## config.mk

```make
export PLATFORM = sky130hd
export DESIGN_NAME = twostage_wdt
export DESIGN_NICKNAME = d
export VERILOG_FILES = /design/src/rtl/wdt_pkg.sv /design/src/rtl/wdt_period.sv /design/src/rtl/wdt_flag.sv /design/src/rtl/twostage_wdt.sv
export SDC_FILE = /design/constraint.sdc
export NUM_CORES = 1
export LEC_CHECK = 0
export BUFFER_PORTS_ARGS = -buffer_cell sky130_fd_sc_hd__buf_2
export CAP_MARGIN = 25
export CORE_MARGIN = 1
export CORE_UTILIZATION = 45
export CTS_BUF_LIST = sky130_fd_sc_hd__clkbuf_8
export CTS_CLUSTER_DIAMETER = 50
export CTS_CLUSTER_SIZE = 8
export DETAILED_ROUTE_END_ITERATION = 7
export HOLD_SLACK_MARGIN = 0.02
export SYNTH_ARGS = -nofsm -noshare
export SYNTH_HDL_FRONTEND = slang
export SYNTH_HIERARCHICAL = 1
export SYNTH_SLANG_ARGS = --single-unit
```

## constraint.sdc

```tcl
create_clock -name clk -period 2.2 [get_ports clk]
set_clock_uncertainty 0.05 [all_clocks]
set_input_delay 0.22 -clock clk [delete_from_list [all_inputs] [get_ports clk]]
set_output_delay 0.22 -clock clk [all_outputs]
set_load 0.1 [all_outputs]
```

## src/rtl/wdt_pkg.sv

```systemverilog
package wdt_pkg;
    localparam int WIN_CYCLES = 512;

    typedef enum logic [1:0] {
        WS_COUNT  = 2'd0,
        WS_WINDOW = 2'd1,
        WS_FIRE   = 2'd2
    } wdt_state_e;

    typedef struct packed {
        logic       pm;
        logic [1:0] wd;
        logic [1:0] cd;
    } wdt_cfg_t;
endpackage

```

## src/rtl/wdt_period.sv

```systemverilog
module wdt_period
    import wdt_pkg::*;
#(
    parameter int EXP_BASE = 12,
    parameter int CNT_W    = 29
) (
    input  wdt_cfg_t           cfg,
    output logic [CNT_W-1:0]   term
);
    localparam logic [5:0] BASE6 = 6'(EXP_BASE);

    logic [3:0] wd_x3;
    logic [5:0] expo;

    always_comb begin
        wd_x3 = {1'b0, cfg.wd, 1'b0} + {2'b00, cfg.wd};
        if (cfg.pm) begin
            expo = BASE6 + 6'd8 + {2'b00, wd_x3};
        end else begin
            expo = BASE6 + {2'b00, wd_x3} + {4'b0000, cfg.cd};
        end
        term = CNT_W'(({{CNT_W{1'b0}}, 1'b1} << expo) - 1'b1);
    end
endmodule

```

## src/rtl/wdt_flag.sv

```systemverilog
module wdt_flag (
    input  logic clk,
    input  logic rst_n,
    input  logic set,
    input  logic clr,
    output logic q
);
    always_ff @(posedge clk or negedge rst_n) begin
        if (!rst_n) begin
            q <= 1'b0;
        end else if (set) begin
            q <= 1'b1;
        end else if (clr) begin
            q <= 1'b0;
        end
    end
endmodule

```

## src/rtl/twostage_wdt.sv

```systemverilog
module twostage_wdt
    import wdt_pkg::*;
#(
    parameter int EXP_BASE = 12
) (
    input  logic       clk,
    input  logic       rst_n,
    input  logic       kick,
    input  logic [1:0] wd_sel,
    input  logic [1:0] cd_sel,
    input  logic       pm_mode,
    input  logic       irq_en,
    input  logic       rst_en,
    input  logic       irq_clr,
    input  logic       cause_clr,
    output logic       irq_flag,
    output logic       irq,
    output logic       sys_rst,
    output logic       rst_cause
);
    localparam int EXP_MAX = EXP_BASE + 17;
    localparam int CNT_W   = (EXP_MAX > 9) ? EXP_MAX : 9;
    localparam logic [CNT_W-1:0] WIN_TERM = CNT_W'(WIN_CYCLES - 1);

    wdt_state_e       state, nxt;
    logic [CNT_W-1:0] cnt, cnt_nxt, term;
    wdt_cfg_t         cfg_now, cfg_q;
    logic             restart, set_irq, set_cause;

    assign cfg_now = '{pm: pm_mode, wd: wd_sel, cd: cd_sel};
    assign restart = kick | (cfg_now != cfg_q);

    wdt_period #(.EXP_BASE(EXP_BASE), .CNT_W(CNT_W)) u_period (
        .cfg  (cfg_now),
        .term (term)
    );

    // state register
    always_ff @(posedge clk or negedge rst_n) begin
        if (!rst_n) begin
            state <= WS_COUNT;
            cnt   <= '0;
            cfg_q <= '0;
        end else begin
            state <= nxt;
            cnt   <= cnt_nxt;
            cfg_q <= cfg_now;
        end
    end

    // next state
    always_comb begin
        nxt     = state;
        cnt_nxt = cnt + 1'b1;
        if (restart) begin
            nxt     = WS_COUNT;
            cnt_nxt = '0;
        end else begin
            unique case (state)
                WS_COUNT: begin
                    if (cnt == term) begin
                        nxt     = WS_WINDOW;
                        cnt_nxt = '0;
                    end
                end
                WS_WINDOW: begin
                    if (cnt == WIN_TERM) begin
                        nxt     = rst_en ? WS_FIRE : WS_COUNT;
                        cnt_nxt = '0;
                    end
                end
                WS_FIRE: begin
                    nxt     = WS_COUNT;
                    cnt_nxt = '0;
                end
                default: begin
                    nxt     = WS_COUNT;
                    cnt_nxt = '0;
                end
            endcase
        end
    end

    // outputs
    always_comb begin
        set_irq   = (state == WS_COUNT) && (nxt == WS_WINDOW);
        set_cause = (state == WS_WINDOW) && (nxt == WS_FIRE);
        sys_rst   = (state == WS_FIRE);
        irq       = irq_flag & irq_en;
    end

    wdt_flag u_irq_flag (
        .clk(clk), .rst_n(rst_n), .set(set_irq), .clr(irq_clr), .q(irq_flag)
    );

    wdt_flag u_cause_flag (
        .clk(clk), .rst_n(rst_n), .set(set_cause), .clr(cause_clr), .q(rst_cause)
    );
endmodule

```

==> results.toml <==
[final_layout]
multiInputGateArea_um2 = 2401
syn2layout_area_growth_pct = 39.88
design_area_um2 = 4507
drive_gt1_share_pct = 38.82
nFillCells = 575
final_nets = 474
diodes = 0
layoutNonFillerInstCount = 552
seqCellArea_um2 = 950.9

[placement]
place_hpwl_um = 6445
place_congestion = 0.8397
place_ws_ps = -1587
place_area_um2 = 3961
post-place-cells = 530
portBuffers = 15

[setup_path]
crit_required_ps = 2340
worstPathArrival_ps = 3540
reg2reg_depth = 7
worst-path-max-fanout = 7
cpPeakStageDelay_ps = 450
rrSetupSlack_ps = 50
slowest_stage = "a2111o_1"
r2r_end = "cnt[20]"
end_kind = "flip-flop"
critPathLaunchType = "input port"
cp_common_cell = "buf_4"
crit_chain = "buf_12 -> inv_8 -> ha_4 -> inv_2 -> ha_4 -> a2111o_1 -> mux2i_1 -> buf_4 -> buf_4 -> o22ai_2 -> nor4_4 -> xor2_1 -> nor4_1 -> nand4_1 -> buf_4 -> nor3_4 -> buf_12 -> clkbuf_16 -> nor3_1"
worst-setup-path-type = "in2reg"
worstReg2RegStart = "cfg_q[3]"

[routing]
drc = 0
drt_wl_total_um = 9264
drtIter0Drc = 251
final_antenna_net_count = 0
vias = 3037
wire_per_inst_um = 16.78
vias_per_cell = 5.502
dr.pass1.iters = 4

[clock_network]
cts_buffers = 5
cts_tree = "yes"
cts_buffer_depth = 2
root_buffer = "clkbuf_8"
clk_pin_slew_ps = 90
clkLatencyLatePin_ps = 300
cts_sinks = 38
htreeDepth = 2

[yosys]
syn_area_um2 = 3222
ys_ff_latch = 38
synth_warnings = 6
syn_inst = 370
synthArstFlopShare_pct = 100.0
synth_edf_count = 0
ys_types = 63
synthFlopType = "dfrtp_1"
syn_avg_cell_area_um2 = 8.708
seq_area_frac_synth_pct = 29.51

[min_path]
min_from = "cd_sel[1]"
whs_endpoint = "cfg_q[1]"
min_path_type = "in2reg"
hold_path_depth = 1

[run_status]
outcome = "finished with violations"
violations = "setup timing"

[die]
die_h_um = 86.62
die-area_um2 = 7502
start_util_pct = 46.90
die_x_um = 86.62
io_pins = 16
num_rows = 30
coreArea_um2 = 6869

[grt]
grt_pass1_wl_um = 14660
grt_usage_pct = 24.91
grt_overflow = 0
grt_antenna_before_repair = 0
grt_pass1_vias = 2915
grt_max_degree = 39

[power]
p_int_mw = 1.472
p_switching_mw = 0.6084
power_mw = 2.081
p_leak_nw = 1.965
irDropWorstVdd_uv = 311.2
combPwrFrac_pct = 30.4
p_clk_share_pct = 35.7
p_sw_share_pct = 29.24
power.density_nw_per_um2 = 461.7
seqPwrFrac_pct = 33.9

[sta]
finalHoldViolCount = 0
setup_tns_ps = -35900
finalWorstSetupSlack_ps = -1199
grt_setup_unrepaired = "true"
slew_headroom_pct = 43.15
drv_slew = 0
tightest_slew_ps = 852.8
finalCriticalPeriod_ps = 3399
finalCritPeriodShare_pct = 154.5
setup_viol = 31
max_freq_ghz = 0.2942

[run]
maxCapViolations = 0
==> power by group through the flow <==
stage	Sequential, mW	Combinational, mW	Clock [mW]
6_report	0.705	0.632	0.743
5_1_grt	0.706	0.686	0.780
4_1_cts	0.705	0.561	0.749
3_5_place_dp	0.719	0.540	0
3_3_place_gp	0.719	0.535	0
2_1_floorplan	0.719	0.328	0
==> kinds of logic after synthesis <==
kind of cell,synth area share (%)
xor gates and xnor gates,18.21
and+or+nand+nor,30.41
muxes,1.631
adders and majority gates,2.951
other,0.1164
DFF,29.51
AOI/OAI and AO/OA,10.68
buffers and inverters,6.485
==> stage by stage <==
stage          util (%)  hold WS (ps)
2_1_floorplan         -        -125.6
3_3_place_gp      57.67         310.9
3_5_place_dp      57.67         341.1
4_1_cts           61.42         39.90
5_1_grt           65.61         36.60
6_report          65.61         42.27
==> cell type report <==
type	count	share of cell area [%]
Inverter	11	1.083
Tap cell	96	2.665
Multi-Input combinational cell	298	53.28
Sequential cell	38	21.10
Clock inverter	3	1.527
Clock buffer	5	1.527
Timing Repair Buffer	101	18.82
==> cells in the final DEF, fill, tap and decap left out, drive strengths merged, types with 3 or more instances in the layout <==
master	count
xnor2	18
nor2b	4
o31ai	4
nor3	33
dfrtp	38
clkbuf	7
ha	6
a31oi	4
buf	98
xor2	49
or3	3
and4	4
nand4	11
o21ai	11
nor2	27
mux2i	3
a21oi	12
nand3	18
conb	4
a21o	3
and3	6
and2	4
nand2	23
nor4	19
inv	11
==> layer usage <==
| layer | vias to the layer above | global-route usage (%) | wire (µm) | part of all wire, % |
|---|---|---|---|---|
| met5 | - | 0 | 0 | 0 |
| met4 | 0 | 4.091 | 114 | 1.2 |
| met3 | 11 | 3.429 | 435 | 4.7 |
| met2 | 68 | 40.48 | 4332 | 47 |
| met1 | 1479 | 35.71 | 4381 | 47 |
| li1 | 1479 | - | - | - |
==> sequential cells by signal (all words and copies together) (netlist names) <==
name	flops
state	2
cfg_q	5
u_cause_flag/q	1
u_irq_flag/q	1
cnt	29
==> critical path: cells and delay by family <==
family	cells	cell delay, ps
compound gates	2	570
xor+xnor	1	100
fa+ha+maj	2	500
buf+inv	8	980
mux	1	180
simple gates	5	960
==> synth_stat cells (all sizes together), types with 6 or more instances <==
| master | n | share of area, % |
|---|---|---|
| a21oi | 12 | 1.9 |
| and3 | 6 | 1.2 |
| buf | 18 | 4.3 |
| clkbuf | 8 | 0.93 |
| dfrtp | 38 | 30 |
| ha | 6 | 2.3 |
| inv | 11 | 1.3 |
| nand2 | 23 | 2.9 |
| nand3 | 18 | 3.0 |
| nand4 | 11 | 2.1 |
| nor2 | 27 | 3.2 |
| nor3 | 33 | 5.6 |
| nor4 | 19 | 4.8 |
| o21ai | 11 | 1.7 |
| xnor2 | 18 | 4.9 |
| xor2 | 49 | 13 |
==> timing repair <==
action,4_1_cts,5_1_grt
pin swaps,12,20
buffers inserted,4,6
gates resized for setup,19,29
hold buffers,1,0
setup endpoints to repair,31,31
cloned,0,3
endpoints found under the hold margin,1,0
==> how the worst max path moves through the flow <==
stage               startpoint      endpoint  slack, ps  cells past startpoint
floorplan            wd_sel[0]       cnt[16]       -990                     17
global placement     wd_sel[0]  u_irq_flag/q      -1500                     18
detailed placement   wd_sel[0]  u_irq_flag/q      -1590                     18
CTS                  wd_sel[0]        cnt[8]      -1160                     19
global route         wd_sel[0]       cnt[14]      -1300                     17
finish               wd_sel[0]       cnt[20]      -1200                     19
Power figures use the tool's default switching activity.
